--- src/rtl/synth_core_pkg.sv ---
package synth_core_pkg;

  localparam int REF_RATIO_W = 9;

  typedef enum logic [1:0] {
    CLKOUT_OFF  = 2'd0,
    CLKOUT_XTAL = 2'd1,
    CLKOUT_COMP = 2'd2,
    CLKOUT_NONE = 2'd3
  } clkout_sel_e;

  typedef enum logic [1:0] {
    PUMP_NORMAL    = 2'd0,
    PUMP_FORCE_UP  = 2'd1,
    PUMP_FORCE_DN  = 2'd2,
    PUMP_FORCE_OFF = 2'd3
  } pump_test_e;

  // Reference ratio lookup, indexed by the 4-bit selector
  function automatic logic [REF_RATIO_W-1:0] ref_ratio(input logic [3:0] idx);
    logic [REF_RATIO_W-1:0] r;
    case (idx)
      4'd0:  r = 9'd2;
      4'd1:  r = 9'd4;
      4'd2:  r = 9'd8;
      4'd3:  r = 9'd16;
      4'd4:  r = 9'd24;
      4'd5:  r = 9'd32;
      4'd6:  r = 9'd40;
      4'd7:  r = 9'd48;
      4'd8:  r = 9'd64;
      4'd9:  r = 9'd80;
      4'd10: r = 9'd96;
      4'd11: r = 9'd128;
      4'd12: r = 9'd160;
      4'd13: r = 9'd192;
      4'd14: r = 9'd256;
      default: r = 9'd320;
    endcase
    return r;
  endfunction

endpackage

--- src/rtl/synth_period_counter.sv ---
module synth_period_counter #(
  parameter int W = 17
) (
  input  logic         clk,
  input  logic         rst_n,
  input  logic         step,
  input  logic [W-1:0] load_val,
  output logic         wrap,
  output logic         tick
);

  localparam logic [W-1:0] ONE = W'(1);
  localparam logic [W-1:0] MIN_RATIO = W'(2);

  logic [W-1:0] cnt;

  // ratios below two would make the period degenerate
  function automatic logic [W-1:0] clamp_ratio(input logic [W-1:0] n);
    return (n < MIN_RATIO) ? MIN_RATIO : n;
  endfunction

  assign wrap = step && (cnt == ONE);

  always_ff @(posedge clk or negedge rst_n) begin
    if (!rst_n) begin
      cnt  <= ONE;
      tick <= 1'b0;
    end else begin
      tick <= wrap;
      if (wrap)
        cnt <= clamp_ratio(load_val);   // new ratio only at terminal count
      else if (step)
        cnt <= cnt - ONE;
    end
  end

  a_r1_tick_isolated: assert property (@(posedge clk) disable iff (!rst_n)
    tick |=> !tick);

  a_r4_hold_between_wraps: assert property (@(posedge clk) disable iff (!rst_n)
    (!step) |=> $stable(cnt));

endmodule

--- src/rtl/synth_main_div.sv ---
module synth_main_div #(
  parameter int DIV_W = 17
) (
  input  logic             clk,
  input  logic             rst_n,
  input  logic             rf_pulse,
  input  logic [DIV_W-1:0] ratio,
  input  logic             presc_en,
  output logic             div_tick
);

  logic presc_q;   // prescaler setting in effect for the running period
  logic half_ph;   // prescaler phase
  logic adv;       // qualified count event
  logic wrap;

  assign adv = rf_pulse && (!presc_q || half_ph);

  always_ff @(posedge clk or negedge rst_n) begin
    if (!rst_n) begin
      presc_q <= 1'b0;
      half_ph <= 1'b0;
    end else begin
      if (wrap)
        presc_q <= presc_en;
      if (!presc_q)
        half_ph <= 1'b0;
      else if (rf_pulse)
        half_ph <= ~half_ph;
    end
  end

  synth_period_counter #(.W(DIV_W)) u_cnt (
    .clk      (clk),
    .rst_n    (rst_n),
    .step     (adv),
    .load_val (ratio),
    .wrap     (wrap),
    .tick     (div_tick)
  );

  a_r2_skip_odd: assert property (@(posedge clk) disable iff (!rst_n)
    (presc_q && rf_pulse && !half_ph) |-> !wrap);

  a_r4_presc_stable: assert property (@(posedge clk) disable iff (!rst_n)
    (!wrap) |=> $stable(presc_q));

endmodule

--- src/rtl/synth_pfd.sv ---
module synth_pfd (
  input  logic clk,
  input  logic rst_n,
  input  logic comp_tick,
  input  logic div_tick,
  output logic up,
  output logic dn
);

  logic both;
  assign both = up && dn;

  // reset feedback: once both are set, clear; ticks landing in that cycle restart
  always_ff @(posedge clk or negedge rst_n) begin
    if (!rst_n) begin
      up <= 1'b0;
      dn <= 1'b0;
    end else if (both) begin
      up <= comp_tick;
      dn <= div_tick;
    end else begin
      up <= up | comp_tick;
      dn <= dn | div_tick;
    end
  end

  a_r5_comp_seen: assert property (@(posedge clk) disable iff (!rst_n)
    comp_tick |=> up);

  a_r5_div_seen: assert property (@(posedge clk) disable iff (!rst_n)
    div_tick |=> dn);

  a_r5_release: assert property (@(posedge clk) disable iff (!rst_n)
    (both && !comp_tick && !div_tick) |=> (!up && !dn));

endmodule

--- src/rtl/synth_lock_det.sv ---
module synth_lock_det #(
  parameter int LOCK_COUNT = 8,
  parameter int PHASE_TOL  = 2,
  parameter int ERR_W      = 8
) (
  input  logic clk,
  input  logic rst_n,
  input  logic up,
  input  logic dn,
  output logic lock
);

  localparam int GOOD_W = $clog2(LOCK_COUNT + 1);
  localparam logic [ERR_W-1:0]  ERR_MAX  = {ERR_W{1'b1}};
  localparam logic [GOOD_W-1:0] GOOD_MAX = GOOD_W'(LOCK_COUNT);

  logic [ERR_W-1:0]  err_cnt;
  logic [GOOD_W-1:0] good_cnt;
  logic cmp_done;
  logic within_tol;

  assign cmp_done   = up && dn;
  assign within_tol = (err_cnt <= ERR_W'(PHASE_TOL));

  always_ff @(posedge clk or negedge rst_n) begin
    if (!rst_n) begin
      err_cnt  <= '0;
      good_cnt <= '0;
      lock     <= 1'b0;
    end else if (cmp_done) begin
      err_cnt <= '0;
      if (within_tol) begin
        if (good_cnt != GOOD_MAX)
          good_cnt <= good_cnt + 1'b1;
        lock <= (good_cnt >= GOOD_W'(LOCK_COUNT - 1));
      end else begin
        good_cnt <= '0;
        lock     <= 1'b0;
      end
    end else if ((up ^ dn) && (err_cnt != ERR_MAX)) begin
      err_cnt <= err_cnt + 1'b1;
    end
  end

  a_r6_rise_on_compare: assert property (@(posedge clk) disable iff (!rst_n)
    $rose(lock) |-> $past(cmp_done));

  a_r6_fall_on_compare: assert property (@(posedge clk) disable iff (!rst_n)
    $fell(lock) |-> $past(cmp_done));

endmodule

--- src/rtl/synth_divider_core.sv ---
module synth_divider_core
  import synth_core_pkg::*;
#(
  parameter int DIV_W      = 17,
  parameter int LOCK_COUNT = 8,
  parameter int PHASE_TOL  = 2,
  parameter int ERR_W      = 8
) (
  input  logic             clk,
  input  logic             rst_n,
  input  logic             rf_pulse,
  input  logic             xtal_pulse,
  input  logic [DIV_W-1:0] main_ratio,
  input  logic             presc_en,
  input  logic [3:0]       ref_sel,
  input  logic [1:0]       clkout_sel,
  input  logic [1:0]       cp_test,
  input  logic             drive_release,
  input  logic             div_monitor_en,
  input  logic             port0_level,
  output logic             pump_up,
  output logic             pump_dn,
  output logic             lock,
  output logic             ref_out,
  output logic             port0_out,
  output logic             drive_en,
  output logic             div_tick,
  output logic             comp_tick
);

  logic ref_wrap;
  logic pfd_up, pfd_dn;
  logic half_q;
  logic ref_src;
  logic clkout_off;

  synth_main_div #(.DIV_W(DIV_W)) u_main (
    .clk      (clk),
    .rst_n    (rst_n),
    .rf_pulse (rf_pulse),
    .ratio    (main_ratio),
    .presc_en (presc_en),
    .div_tick (div_tick)
  );

  synth_period_counter #(.W(REF_RATIO_W)) u_ref (
    .clk      (clk),
    .rst_n    (rst_n),
    .step     (xtal_pulse),
    .load_val (ref_ratio(ref_sel)),
    .wrap     (ref_wrap),
    .tick     (comp_tick)
  );

  synth_pfd u_pfd (
    .clk       (clk),
    .rst_n     (rst_n),
    .comp_tick (comp_tick),
    .div_tick  (div_tick),
    .up        (pfd_up),
    .dn        (pfd_dn)
  );

  synth_lock_det #(
    .LOCK_COUNT (LOCK_COUNT),
    .PHASE_TOL  (PHASE_TOL),
    .ERR_W      (ERR_W)
  ) u_lock (
    .clk   (clk),
    .rst_n (rst_n),
    .up    (pfd_up),
    .dn    (pfd_dn),
    .lock  (lock)
  );

  // pump test forcing
  always_comb begin
    case (pump_test_e'(cp_test))
      PUMP_FORCE_UP:  {pump_up, pump_dn} = 2'b10;
      PUMP_FORCE_DN:  {pump_up, pump_dn} = 2'b01;
      PUMP_FORCE_OFF: {pump_up, pump_dn} = 2'b00;
      default:        {pump_up, pump_dn} = {pfd_up, pfd_dn};
    endcase
  end

  assign drive_en = ~drive_release;

  // clock output source
  always_comb begin
    case (clkout_sel_e'(clkout_sel))
      CLKOUT_XTAL: ref_src = xtal_pulse;
      CLKOUT_COMP: ref_src = comp_tick;
      default:     ref_src = 1'b0;
    endcase
  end
  assign clkout_off = (clkout_sel == CLKOUT_OFF) || (clkout_sel == CLKOUT_NONE);

  always_ff @(posedge clk or negedge rst_n) begin
    if (!rst_n) begin
      ref_out <= 1'b0;
      half_q  <= 1'b0;
    end else begin
      ref_out <= ref_src;
      if (div_tick)
        half_q <= ~half_q;
    end
  end

  assign port0_out = div_monitor_en ? half_q : port0_level;

  a_r7_off_silent: assert property (@(posedge clk) disable iff (!rst_n)
    clkout_off |=> !ref_out);

  a_r8_forced_exclusive: assert property (@(posedge clk) disable iff (!rst_n)
    (cp_test != 2'd0) |-> !(pump_up && pump_dn));

  a_r9_half_toggles: assert property (@(posedge clk) disable iff (!rst_n)
    div_tick |=> (half_q != $past(half_q)));

  a_r3_ref_wrap_tick: assert property (@(posedge clk) disable iff (!rst_n)
    ref_wrap |=> comp_tick);

endmodule

--- config.mk ---
export PLATFORM = sky130hd
export DESIGN_NAME = synth_divider_core
export DESIGN_NICKNAME = d
export VERILOG_FILES = /design/src/rtl/synth_core_pkg.sv /design/src/rtl/synth_period_counter.sv /design/src/rtl/synth_main_div.sv /design/src/rtl/synth_pfd.sv /design/src/rtl/synth_lock_det.sv /design/src/rtl/synth_divider_core.sv
export SDC_FILE = /design/constraint.sdc
export NUM_CORES = 1
export LEC_CHECK = 0
export BUFFER_PORTS_ARGS = -buffer_cell sky130_fd_sc_hd__buf_2
export CORE_MARGIN = 1.5
export CORE_UTILIZATION = 58
export CTS_BUF_LIST = sky130_fd_sc_hd__clkbuf_2
export DETAILED_ROUTE_END_ITERATION = 8
export PLACE_DENSITY = 0.89
export SYNTH_ARGS = -nofsm -noshare
export SYNTH_HDL_FRONTEND = slang
export SYNTH_SLANG_ARGS = --single-unit
export TNS_END_PERCENT = 20
--- constraint.sdc ---
create_clock -name clk -period 6 [get_ports clk]
set_input_delay 0.6 -clock clk [delete_from_list [all_inputs] [get_ports clk]]
set_output_delay 0.6 -clock clk [all_outputs]
set_load 0.005 [all_outputs]
==> flow_metrics.py <==
metrics = {
    "sta": {
        "period_share": 0.4770,
        "timing.fmax_mhz": 349.4,
        "worst_slack_ns": 3.138,
        "hold_viol_final": 0,
        "setup_viol": 0,
        "rsz0062_at_grt": "false",
        "finClkSkew_ns": 0.03037,
        "finalMaxSlewViolations": 0,
        "tightestPinTransition_ns": 1.118,
        "min_period_ns": 2.862,
        "slew_headroom": 0.2493,
        "finalSetupTns_ns": 0,
    },
    "synthesis": {
        "ys_ff_latch": 47,
        "synthTopCellsByCount": "dfrtp_1, nand2_1, nor2_1",
        "yosys.area.top_type": "dfrtp_1",
        "synthCells": 312,
        "ys_seq_area_frac": 0.4157,
        "ys_types": 53,
        "synth.net_count": 360,
        "syn_avg_cell_area_um2": 9.087,
        "synth-edff-count": 0,
        "syn-cell-area_mm2": 0.002835,
        "yosysMostFrequentCell": "dfrtp_1",
        "yosys_warnings": 0,
        "synthFlopType": "dfrtp_1",
        "synth.area.top_cells": "dfrtp_1, ha_1, nand2_1",
        "async_reset_ff_frac": 1.000,
        "synth_top_area_share": 0.3972,
    },
    "layout": {
        "utilization": 0.6638,
        "final_area_mm2": 0.003136,
        "nets": 397,
        "diodes": 0,
        "drive_gt1_frac": 0.1777,
        "stdcell_count": 416,
        "areaGrowthSynthToFinish_pct": 10.59,
    },
    "critical_path": {
        "start_kind": "register",
        "required_ns": 6.29,
        "rr_endpoint": "u_main.presc_q",
        "crit_fanout": 25,
        "crit_buf_inv": 0,
        "worst-setup-path-type": "reg -> reg",
        "path_delay_family": "simple AND/OR/NAND/NOR gates",
        "crit_chain": "or4_4 > or2_4 > nor4_4 > mux2_2",
        "rrSetupSlack_ns": 3.14,
        "crit_slowest_cell": "nor4_4",
        "r2r_start": "u_main.u_cnt.cnt[6]",
        "worstSetupEndpointType": "register",
        "arrival_ns": 3.15,
        "reg2reg_depth": 4,
        "worst_path_largest_cell_delay_ns": 0.98,
    },
    "cts": {
        "cts_buffers": 5,
        "cts_setup_buffers": 0,
        "postCtsResizedCells": 0,
        "cts.reportedPaths.clkPinSlew_ns": 0.23,
        "cts_root_buf": "clkbuf_2",
        "insertion_delay_ns": 0.40,
        "postCtsHoldBufs": 0,
        "htreeDepth": 2,
        "clockBufferDepth": 2,
        "cts.sink_count": 47,
        "cts_tree": "yes",
    },
    "floorplan": {
        "initial_utilization": 0.6003,
        "ios": 41,
        "die_area_mm2": 0.005317,
        "die_w_um": 72.92,
        "fp.dieH_um": 72.92,
        "std_cell_rows": 25,
        "core_area_mm2": 0.004723,
    },
    "route": {
        "drtIter0Drc": 234,
        "via_per_inst": 6.053,
        "drt_pre_antenna_iters": 5,
        "route.detailed.drc": 0,
        "ant_nets": 0,
        "wirelength_mm": 5.848,
        "vias": 2518,
        "post_drt_wl_per_cell_um": 14.06,
    },
    "power_and_ir_drop": {
        "cellLeakagePower_nw": 1.451,
        "ir_drop_uv": 153.5,
        "cellPowerDensity_mw_per_mm2": 296.3,
    },
    "placement": {
        "place_hpwl_mm": 4.307,
        "gp_congestion": 0.8846,
        "dpl_cell_area_mm2": 0.003073,
        "io_buffers": 40,
        "dp.cells": 409,
        "dp_slack_ns": 3.247,
    },
    "grt": {
        "overflow": 0,
        "antenna_found_initial": 0,
        "grt_start_max_net_pins": 48,
        "grt.total_usage": 0.2328,
        "grt_pass1_wl_mm": 9.694,
        "grt_pass1_vias": 2263,
    },
    "outcome": {
        "status": "finished, final reports clean",
    },
    "job": {
        "max_cap_violations": 0,
    },
    "hold_path": {
        "hold_class": "in -> async",
    },
}
==> cell usage in the layout (no fill, tap or decap), types with 5 or more instances in the layout <==
| cell type | netlist | routed |
|---|---|---|
| inv_1 | 22 | 22 |
| nor2_1 | 25 | 25 |
| nand3b_1 | 5 | 5 |
| nand3_1 | 14 | 14 |
| ha_1 | 15 | 15 |
| nand2_1 | 32 | 32 |
| xor2_1 | 10 | 10 |
| a31oi_1 | 6 | 6 |
| a22oi_1 | 5 | 5 |
| or4_1 | 6 | 6 |
| buf_2 | 1 | 40 |
| a21oi_1 | 7 | 7 |
| nor3_1 | 7 | 7 |
| o21ai_0 | 22 | 22 |
| clkbuf_2 | 0 | 5 |
| dfrtp_1 | 45 | 45 |
| nor4_1 | 10 | 10 |
| o31ai_1 | 5 | 5 |
==> layout make-up <==
| class | count | area (µm²) |
|---|---|---|
| Timing Repair Buffer | 40 | 200.2 |
| Clock inverter | 2 | 37.54 |
| Multi-Input combinational cell | 233 | 1528 |
| Tap cell | 67 | 83.83 |
| Clock buffer | 5 | 25.02 |
| Fill cell | 380 | 1588 |
| Inverter | 22 | 82.58 |
| Sequential cell | 47 | 1179 |
==> how the worst max path moves through the flow <==
stage,startpoint,to,slack (ns),cells after the start
global placement,u_main.u_cnt.cnt[6],u_main.presc_q,3.25,4
floorplan,u_main.u_cnt.cnt[6],u_main.presc_q,3.78,5
detailed placement,u_main.u_cnt.cnt[6],u_main.presc_q,3.25,4
CTS,u_main.u_cnt.cnt[6],u_main.presc_q,3.19,4
global route,u_main.u_cnt.cnt[6],u_main.presc_q,3.02,4
finish,u_main.u_cnt.cnt[6],u_main.presc_q,3.14,4
==> cell families after synthesis <==
group           share of synthesized area
simple gates                       0.2458
compound gates                     0.1770
fa+ha+maj                         0.06620
buf+inv                           0.04545
flops                              0.4157
mux                               0.01589
xor+xnor                          0.03398
==> state kept, by name (all words and copies together) (netlist names) <==
name / cells
half_q: 1
u_main.u_cnt.cnt: 17
u_lock.good_cnt: 4
u_ref.cnt: 9
u_main.half_ph: 1
ref_out: 1
u_lock.err_cnt: 8
u_pfd.dn: 1
u_lock.lock: 1
u_main.presc_q: 1
u_main.u_cnt.tick: 1
u_pfd.up: 1
u_ref.tick: 1
==> report_power, final <==
| group | switching [mW] | internal (mW) |
|---|---|---|
| sequential | 0.0930 | 0.390 |
| combinational | 0.153 | 0.127 |
| clock | 0.0973 | 0.0680 |
| total | 0.344 | 0.585 |
==> per-stage QoR <==
stage,hold WS [ns],total power [mW]
6_report,0.3301,0.9291
5_1_grt,0.3641,0.9951
4_1_cts,0.3536,0.9296
3_5_place_dp,0.4710,0.7626
3_3_place_gp,0.4626,0.7449
2_1_floorplan,0.3044,0.6775
==> per-layer routing <==
layer	routed length, µm	vias up	global-route usage	part of all wire
met3	296	13	0.04972	0.051
met1	2576	1187	0.2986	0.44
met2	2861	104	0.3945	0.49
met4	113	0	0.07338	0.019
met5	0	-	0	0
li1	-	1214	-	-
(Power assumes the default switching activity.)
